`config.mk`:
```
export PLATFORM = sky130hd
export DESIGN_NAME = frt16_timer
export DESIGN_NICKNAME = d
export VERILOG_FILES = /design/src/rtl/frt_pkg.sv /design/src/rtl/frt_clk_src.sv /design/src/rtl/frt_counter.sv /design/src/rtl/frt_read_latch.sv /design/src/rtl/frt_ovf_flag.sv /design/src/rtl/frt16_timer.sv
export SDC_FILE = /design/constraint.sdc
export NUM_CORES = 1
export LEC_CHECK = 0
export BUFFER_PORTS_ARGS = -buffer_cell sky130_fd_sc_hd__buf_4
export CAP_MARGIN = 0
export CORE_MARGIN = 2
export CORE_UTILIZATION = 55
export CTS_BUF_LIST = sky130_fd_sc_hd__clkbuf_16
export CTS_CLUSTER_SIZE = 10
export DETAILED_ROUTE_END_ITERATION = 10
export PLACE_DENSITY = 0.85
export SLEW_MARGIN = 40
export SYNTH_ARGS = -nofsm -noshare
export SYNTH_HDL_FRONTEND = slang
export SYNTH_SLANG_ARGS = --single-unit
```
`constraint.sdc`:
```
create_clock -name clk -period 2.5 [get_ports clk]
set_input_delay 0.125 -clock clk [delete_from_list [all_inputs] [get_ports clk]]
set_output_delay 0.125 -clock clk [all_outputs]
set_load 0.05 [all_outputs]
```
`src/rtl/frt_pkg.sv`:
```
package frt_pkg;
  localparam int unsigned BUS_W = 8;
  localparam int unsigned CNT_W = 2 * BUS_W;
  localparam int unsigned PRE_W = 3;

  localparam logic [2:0] A_CNT_HI = 3'd0;
  localparam logic [2:0] A_CNT_LO = 3'd1;
  localparam logic [2:0] A_ALT_HI = 3'd2;
  localparam logic [2:0] A_ALT_LO = 3'd3;
  localparam logic [2:0] A_STAT   = 3'd4;
  localparam logic [2:0] A_CTRL1  = 3'd5;
  localparam logic [2:0] A_CTRL2  = 3'd6;

  localparam logic [1:0] SRC_EXT = 2'b11;

  // Prescaler tick: low 1, 2 or 3 phase bits all ones.
  function automatic logic div_tick(input logic [PRE_W-1:0] ph, input logic [1:0] sel);
    case (sel)
      2'b00:   return ph[0];
      2'b01:   return &ph[1:0];
      default: return &ph;
    endcase
  endfunction

  // Count value after one step (wraps modulo 2^CNT_W).
  function automatic logic [CNT_W-1:0] step_count(input logic [CNT_W-1:0] c);
    return c + 1'b1;
  endfunction
endpackage

```
`src/rtl/frt_clk_src.sv`:
```
module frt_clk_src
  import frt_pkg::*;
#(
  parameter int unsigned SYNC_N = 2
) (
  input  logic       clk,
  input  logic       rst_n,
  input  logic       halt,
  input  logic       ext_pin,
  input  logic [1:0] clk_sel,
  input  logic       rise_sel,
  output logic       cnt_en
);
  logic [PRE_W-1:0] ph_q;
  logic [SYNC_N:0]  sh_q;
  logic lvl_now, lvl_prev, ext_edge, int_tick;

  always_ff @(posedge clk or negedge rst_n) begin
    if (!rst_n) begin
      ph_q <= '0;
      sh_q <= '0;
    end else begin
      sh_q <= {sh_q[SYNC_N-1:0], ext_pin};
      if (!halt) ph_q <= ph_q + 1'b1;
    end
  end

  always_comb begin
    lvl_now  = sh_q[SYNC_N-1];
    lvl_prev = sh_q[SYNC_N];
    ext_edge = rise_sel ? (lvl_now & ~lvl_prev) : (~lvl_now & lvl_prev);
    int_tick = div_tick(ph_q, clk_sel);
    cnt_en   = ~halt & ((clk_sel == SRC_EXT) ? ext_edge : int_tick);
  end
endmodule

```
`src/rtl/frt_counter.sv`:
```
module frt_counter
  import frt_pkg::*;
#(
  parameter logic [CNT_W-1:0] RESET_CNT = 16'hFFFC
) (
  input  logic             clk,
  input  logic             rst_n,
  input  logic             cnt_en,
  output logic [CNT_W-1:0] cnt,
  output logic             wrap_evt
);
  always_ff @(posedge clk or negedge rst_n) begin
    if (!rst_n)      cnt <= RESET_CNT;
    else if (cnt_en) cnt <= step_count(cnt);
  end

  assign wrap_evt = cnt_en & (&cnt);
endmodule

```
`src/rtl/frt_read_latch.sv`:
```
module frt_read_latch
  import frt_pkg::*;
(
  input  logic             clk,
  input  logic             rst_n,
  input  logic             hi_rd,
  input  logic             lo_rd,
  input  logic [BUS_W-1:0] live_lo,
  output logic [BUS_W-1:0] lo_data,
  output logic [BUS_W-1:0] lo_latch,
  output logic             seq_open
);
  always_ff @(posedge clk or negedge rst_n) begin
    if (!rst_n) begin
      lo_latch <= '0;
      seq_open <= 1'b0;
    end else if (lo_rd) begin
      seq_open <= 1'b0;
    end else if (hi_rd && !seq_open) begin
      lo_latch <= live_lo;
      seq_open <= 1'b1;
    end
  end

  assign lo_data = seq_open ? lo_latch : live_lo;
endmodule

```
`src/rtl/frt_ovf_flag.sv`:
```
module frt_ovf_flag (
  input  logic clk,
  input  logic rst_n,
  input  logic wrap_evt,
  input  logic stat_rd,
  input  logic main_lo_acc,
  output logic flag,
  output logic armed
);
  always_ff @(posedge clk or negedge rst_n) begin
    if (!rst_n) begin
      flag  <= 1'b0;
      armed <= 1'b0;
    end else if (wrap_evt) begin
      flag  <= 1'b1;
      armed <= 1'b0;
    end else if (armed && main_lo_acc) begin
      flag  <= 1'b0;
      armed <= 1'b0;
    end else if (stat_rd && flag) begin
      armed <= 1'b1;
    end
  end
endmodule

```
`src/rtl/frt16_timer.sv`:
```
module frt16_timer
  import frt_pkg::*;
#(
  parameter logic [15:0] RESET_CNT = 16'hFFFC,
  parameter int unsigned SYNC_N    = 2
) (
  input  logic       clk,
  input  logic       rst_n,
  input  logic       halt,
  input  logic       ext_pin,
  input  logic       irq_mask,
  input  logic       bus_sel,
  input  logic       bus_wr,
  input  logic [2:0] bus_addr,
  input  logic [7:0] bus_wdata,
  output logic [7:0] bus_rdata,
  output logic       irq
);
  logic             ovf_ie;
  logic [1:0]       clk_sel;
  logic             rise_sel;
  logic             cnt_en, wrap_evt;
  logic [CNT_W-1:0] cnt_q;
  logic             hi_rd, lo_rd, stat_rd, main_lo_acc, alt_lo_acc;
  logic [BUS_W-1:0] lo_data, lo_latch;
  logic             seq_open, ovf_flag, ovf_armed;
  logic             unused_wbits;

  assign unused_wbits = ^bus_wdata[6:3];

  // Bus decode: one access per cycle.
  assign hi_rd       = bus_sel & ~bus_wr & ((bus_addr == A_CNT_HI) | (bus_addr == A_ALT_HI));
  assign lo_rd       = bus_sel & ~bus_wr & ((bus_addr == A_CNT_LO) | (bus_addr == A_ALT_LO));
  assign stat_rd     = bus_sel & ~bus_wr & (bus_addr == A_STAT);
  assign main_lo_acc = bus_sel & (bus_addr == A_CNT_LO);
  assign alt_lo_acc  = bus_sel & (bus_addr == A_ALT_LO);

  always_ff @(posedge clk or negedge rst_n) begin
    if (!rst_n) begin
      ovf_ie   <= 1'b0;
      clk_sel  <= 2'b00;
      rise_sel <= 1'b0;
    end else if (bus_sel && bus_wr) begin
      if (bus_addr == A_CTRL1) ovf_ie <= bus_wdata[7];
      if (bus_addr == A_CTRL2) begin
        clk_sel  <= bus_wdata[1:0];
        rise_sel <= bus_wdata[2];
      end
    end
  end

  frt_clk_src #(.SYNC_N(SYNC_N)) u_src (
    .clk(clk), .rst_n(rst_n), .halt(halt), .ext_pin(ext_pin),
    .clk_sel(clk_sel), .rise_sel(rise_sel), .cnt_en(cnt_en)
  );

  frt_counter #(.RESET_CNT(RESET_CNT)) u_cnt (
    .clk(clk), .rst_n(rst_n), .cnt_en(cnt_en), .cnt(cnt_q), .wrap_evt(wrap_evt)
  );

  frt_read_latch u_latch (
    .clk(clk), .rst_n(rst_n), .hi_rd(hi_rd), .lo_rd(lo_rd),
    .live_lo(cnt_q[BUS_W-1:0]), .lo_data(lo_data), .lo_latch(lo_latch), .seq_open(seq_open)
  );

  frt_ovf_flag u_ovf (
    .clk(clk), .rst_n(rst_n), .wrap_evt(wrap_evt), .stat_rd(stat_rd),
    .main_lo_acc(main_lo_acc), .flag(ovf_flag), .armed(ovf_armed)
  );

  always_comb begin
    case (bus_addr)
      A_CNT_HI, A_ALT_HI: bus_rdata = cnt_q[CNT_W-1:BUS_W];
      A_CNT_LO, A_ALT_LO: bus_rdata = lo_data;
      A_STAT:             bus_rdata = {ovf_flag, 7'b0};
      A_CTRL1:            bus_rdata = {ovf_ie, 7'b0};
      A_CTRL2:            bus_rdata = {5'b0, rise_sel, clk_sel};
      default:            bus_rdata = '0;
    endcase
  end

  assign irq = ovf_flag & ovf_ie & ~irq_mask;
endmodule

```
==> out/results.txt, run 1 <==
Root Driver - clkbuf_16
biggest cell delay along the critical path - 670 ps
Setup TNS - 0 ps
WHS - 50.9 ps
hold_buf cts - 2
max-cap violation count - 0
Hold EP - clk_sel[1]
post-synthesis sequential area ratio - 49.8%
FF-to-FF path depth - 6
TritonCTS clock tree - built
LEAKAGE - 0.000957 uW
Synth warnings - 0
synth unique cells - 32
row cnt - 21
hold path cells - 3
Routed WL per cell - 15.8 um
GR Util All Layers - 23.2%
Inst Count DP - 240
delay-heaviest family, CP - flip-flops
CP Cell Sequence - mux2i_1 -> nand2_1 -> o21ai_0 -> o22ai_1 -> buf_4
fin area - 2290 um2
unrepaired setup endpoints after global routing - false
num ports - 27
Slew Viols, Final - 0
Crit-path slowest cell - dfrtp_1
total die area - 3930 um2
nets - 224
Worst EP arrival - 1720 ps
post-DP HPWL - 2.74 mm
Worst-path clk slew - 50 ps
grt ovf - 0
status - finished, final reports clean
diode count - 0
Reg-to-Reg End - u_cnt.cnt[1]
PD cells - 970 nW/um2
HP Class - input pin to register
VDD IR max - 0.000495 V
TritonCTS Buffers - 5
DRC Markers - 0
WP buf/inv - 1
cts repair resizes - 0
routability cong. - 0.880
fillers - 260
die width - 62.7 um
Reg area - 943 um2
Syn Area/Cell - 10.8 um2
FF-to-FF Start - u_src.ph_q[0]
Fmax - 542 MHz
pin count of the biggest net entering global routing - 38
Clock Path Buffers - 2
vias in the first global route - 1488
first-pass GRT wire length - 6.91 mm
Worst Path Required - 2380 ps
Port-buffer cells - 22
H-tree depth - 2
final wirelength - 3.94 mm
syn nets - 196
non-filler cells, final - 250
Layout Utilization - 69.2%
FF-to-FF setup slack - 670 ps
final setup violation count - 0
most frequent cells in the layout - dfrtp_1, buf_4, nand2_1
Mapped Area - 1890 um2
critical path peak fanout - 10
Worst Skew - 5.49 ps
Cells after Synth - 175
#FFs+latches synth - 37
ratio of final minimum period to clock period - 73.8%
clock period minus worst slack - 1840 ps
vias - 1455
Slew @ Worst Pin - 671 ps
drt via density - 5.82
area of the multi-input gates - 932 um2
core area - 3310 um2
DRT iter0 DRCs - 71
initial antenna violation count - 0
clock sinks - 37
Skew-Pair Late Insertion Delay - 280 ps
Crit Path Class - register to output pin
crit path capture type - output pin
Die Ht - 62.7 um
Starting Density - 57.2%
final hold violations - 0
fraction of layout cells with a size suffix above 1 - 30.4%
Final ANT Viol Nets - 0
Worst setup SP type - register
Hold Crit Start - bus_wdata[1]
drt pass-1 iters - 4
Slew HR - 55.2%
area grow syn2layout - 21.0%
Post-CTS Setup Bufs - 0
Post-DP Area - 2110 um2
[worst max-delay path by stage]
| stage | startpoint | endpoint | slack [ps] | cells past startpoint |
|---|---|---|---|---|
| detailed placement | u_src.ph_q[0] | u_cnt.cnt[1] | 640 | 6 |
| global route | u_src.ph_q[0] | u_cnt.cnt[11] | 520 | 6 |
| global placement | u_src.ph_q[0] | u_cnt.cnt[1] | 720 | 6 |
| floorplan | u_latch.seq_open | bus_rdata[7] | 290 | 5 |
| CTS | u_src.ph_q[0] | u_cnt.cnt[1] | 640 | 6 |
| finish | u_latch.seq_open | bus_rdata[0] | 660 | 5 |
[synth_stat cells]
cell type,number,share of area [%]
xnor2_1,8,3.7
nor2_1,12,2.4
inv_1,1,0.20
nor3_1,3,0.79
mux2_2,14,8.3
dfstp_2,14,19
a211oi_2,1,0.66
o21ai_0,7,1.8
nor4b_1,1,0.46
o2111ai_1,1,0.46
a211o_2,1,0.53
nand3_1,8,2.1
or3b_2,1,0.46
mux2i_1,10,5.3
o2111a_1,1,0.59
nor2_2,1,0.33
or3_1,1,0.33
nor3b_1,2,0.79
o22ai_1,3,0.99
clkbuf_1,3,0.59
and3_1,3,0.99
nand2b_1,2,0.66
buf_1,1,0.20
dfrtp_1,23,30
xor2_1,8,3.7
nand4_1,9,3.0
a31o_2,1,0.46
nor4bb_1,1,0.53
ha_1,3,2.0
a211oi_1,4,1.6
nand2_1,20,4.0
nor4_1,7,2.3
[worst register-to-register path, delay by kind of cell (launching register included)]
kind	cells	cell delay (ps)
compound gates	1	390
flops	1	380
mux	1	360
fa+ha+maj	2	320
simple gates	2	280
[registers in the layout, summed over array words and instances (netlist names)]
register and count:
ovf_ie 1, rise_sel 1, u_ovf.armed 1, u_latch.seq_open 1, u_src.ph_q 3, u_ovf.flag 1
u_latch.lo_latch 8, clk_sel 2, u_src.sh_q 3, u_cnt.cnt 16
[power breakdown]
part | switching [uW] | leakage [uW] | internal (uW)
combinational | 304 | 0.000445 | 263
sequential | 170 | 0.000429 | 792
clock | 231 | 0.0000826 | 463
[cells by family after synthesis]
| family | share of synthesized area (%) |
|---|---|
| muxes | 13.6 |
| xor gates and xnor gates | 7.40 |
| and+or+nand+nor | 19.1 |
| buffers and inverters | 0.990 |
| adders and majority gates | 1.98 |
| AOI/OAI and AO/OA | 7.13 |
| DFF | 49.8 |
[layer usage]
| metal | share of wire, % | track usage [%] | vias up |
|---|---|---|---|
| li1 | - | - | 701 |
| met1 | 43 | 27.0 | 702 |
| met2 | 50 | 38.0 | 43 |
| met3 | 5.6 | 7.93 | 9 |
| met4 | 2.3 | 11.7 | 0 |
| met5 | 0 | 0 | - |
[through the flow]
step	setup WS [ps]	power [uW]
detailed placement	643	1530
CTS	644	2240
floorplan	287	1350
global placement	717	1490
global route	517	2360
finish	655	2220
[final cells by class]
cell class	count	share of cell area (%)
multi-input cells	133	40.7
inverters	1	0.164
clock buffers	5	5.46
repair buffers	25	8.41
well taps	46	2.51
clock inverters	3	1.64
flip-flops and latches	37	41.2
Note: power is estimated with default switching activity, not from simulation.
==> run 2, diff against run 1 <==
--- a/config.mk
+++ b/config.mk
@@ -8,11 +8,11 @@
 export BUFFER_PORTS_ARGS = -buffer_cell sky130_fd_sc_hd__buf_4
 export CAP_MARGIN = 0
 export CORE_MARGIN = 2
-export CORE_UTILIZATION = 55
+export CORE_UTILIZATION = 51
 export CTS_BUF_LIST = sky130_fd_sc_hd__clkbuf_16
 export CTS_CLUSTER_SIZE = 10
 export DETAILED_ROUTE_END_ITERATION = 10
-export PLACE_DENSITY = 0.85
+export PLACE_DENSITY = 0.83
 export SLEW_MARGIN = 40
 export SYNTH_ARGS = -nofsm -noshare
 export SYNTH_HDL_FRONTEND = slang
==> constraint.sdc (replaced) <==
create_clock -name clk -period 1.52 [get_ports clk]
set_input_delay 0.076 -clock clk [delete_from_list [all_inputs] [get_ports clk]]
set_output_delay 0.076 -clock clk [all_outputs]
set_load 0.05 [all_outputs]
==> run 2 against run 1 <==
Against the previous run:
- the flow now finishes with violations (setup timing)
- worst setup slack got worse by 860 ps
- sequential power rose by 68%
- cell count rose by 8.8%
- combinational power rose to 2.9 times the previous value
- cell area rose by 20%
- hold slack got worse by 32 ps
- routed wire length rose by 44%
- die area rose by 7.3%
- highest routed layer unchanged
==> out/results.txt, run 2 (synthesized netlist as in run 1, its figures left out) <==
Biggest register - u_cnt.cnt
vias in the first global route - 1637
FF-to-FF Start - u_src.sh_q[1]
LEAKAGE - 0.00110 uW
crit path from - u_src.sh_q[1]
total power - 4230 uW
total die area - 4220 um2
die width - 64.9 um
most common cell after layout, fill and taps aside - buf_4
FF-to-FF path depth - 4
vias - 1709
HP Class - input pin to register
VDD IR max - 0.000911 V
DRT iter0 DRCs - 119
GR Util All Layers - 25.2%
Worst-path clk slew - 60 ps
routability cong. - 0.907
num ports - 27
grt ovf - 0
Final ANT Viol Nets - 0
max-cap violation count - 0
drt pass-1 iters - 4
Slew Viols, Final - 0
Slew HR - 68.0%
fin area - 2760 um2
Fmax - 581 MHz
Clock Path Buffers - 2
core area - 3610 um2
Reg-to-Reg End - u_cnt.cnt[8]
Worst setup endpoint - u_cnt.cnt[8]
max FFs per register - 16
drt via density - 6.28
FF-to-FF setup slack - -200 ps
Top Registers - u_cnt.cnt x16, u_latch.lo_latch x8
Crit Path Class - register to register
clock period minus worst slack - 1720 ps
final wirelength - 5.69 mm
Slew @ Worst Pin - 479 ps
nets - 244
pin count of the biggest net entering global routing - 38
fraction of layout cells with a size suffix above 1 - 51.3%
Worst Skew - 11.9 ps
diode count - 0
Post-DP Area - 2390 um2
Worst EP arrival - 1920 ps
Skew-Pair Late Insertion Delay - 290 ps
clock sinks - 37
Die Ht - 64.9 um
failing checks - setup timing
Port-buffer cells - 22
most frequent cells in the layout - buf_4, dfrtp_1, nand2_1
critical path peak fanout - 8
status - complete, but fails checks
Inst Count DP - 257
Worst setup SP type - register
TritonCTS Buffers - 5
post-DP HPWL - 3.19 mm
ratio of final minimum period to clock period - 113%
PD cells - 1530 nW/um2
TritonCTS clock tree - built
crit path capture type - register
hold path cells - 3
DRC Markers - 0
first-pass GRT wire length - 7.85 mm
area grow syn2layout - 45.5%
Routed WL per cell - 20.9 um
initial antenna violation count - 0
H-tree depth - 2
Worst Path Required - 1720 ps
Setup WS post-layout - -202 ps
row cnt - 22
final setup violation count - 23
final hold violations - 0
fillers - 219
unrepaired setup endpoints after global routing - true
non-filler cells, final - 272
Starting Density - 52.5%
Root Driver - clkbuf_16
-- run 2: changes by cell type in the layout (fill, tap and decap cells not counted), sizes merged --
cell	previous run	this run
bufinv	1	0
buf	23	43
inv	2	3
-- run 2: worst min path at each step --
stage                 start     endpoint  slack [ps]
2_1_floorplan         rst_n   clk_sel[0]        -220
3_3_place_gp          rst_n       ovf_ie          50
3_5_place_dp          rst_n  u_ovf.armed          70
4_1_cts        bus_wdata[1]   clk_sel[1]          20
5_1_grt        bus_wdata[1]   clk_sel[1]          30
6_report       bus_wdata[1]   clk_sel[1]          20
-- run 2: power by group --
group          total [uW]  switching [uW]  internal, uW
logic                1640             856           786
registers            1620             312          1310
clock network         968             378           589
total                4230            1550          2680
-- run 2: what timing repair did --
item,in CTS,in global routing
gates cloned,0,0
hold buffers,2,0
buffers inserted,4,1
pin swaps,12,11
gates resized for setup,23,16
setup endpoints to repair,24,32
endpoints found under the hold margin,24,0
-- run 2: cell type report --
class | count | area [um2] | area share (%)
Sequential cell | 37 | 945 | 34.3
Clock buffer | 5 | 125 | 4.54
Tap cell | 48 | 60.1 | 2.18
Inverter | 1 | 3.75 | 0.136
Timing Repair Buffer | 45 | 408 | 14.8
Multi-Input combinational cell | 133 | 1200 | 43.7
Clock inverter | 3 | 11.3 | 0.409
-- run 2: through the flow --
| stage | setup TNS [ps] | utilization [%] | hold slack [ps] | worst slack, ps |
|---|---|---|---|---|
| after detailed placement | -1140 | 66.3 | 65.1 | -150 |
| after CTS | -1570 | 73.9 | 22.4 | -156 |
| after global routing | -3520 | 76.4 | 27.6 | -283 |
| final | -2090 | 76.4 | 19.0 | -202 |
| after global placement | -463 | 66.3 | 47.7 | -69.7 |
| after floorplan | -505 | - | -220 | -76.0 |
-- run 2: critical path, stage by stage, from the launching register on --
cell and delay, ps:
dfrtp_1 390, or3b_4 410, o2111a_2 290, nor4_4 310, xor2_1 240
-- run 2: metal layers --
metal | wire [um] | GRT usage (%)
met1 | 2250 | 30.7
met4 | 225 | 12.0
met2 | 2850 | 41.6
met5 | 0 | 0
met3 | 370 | 6.60
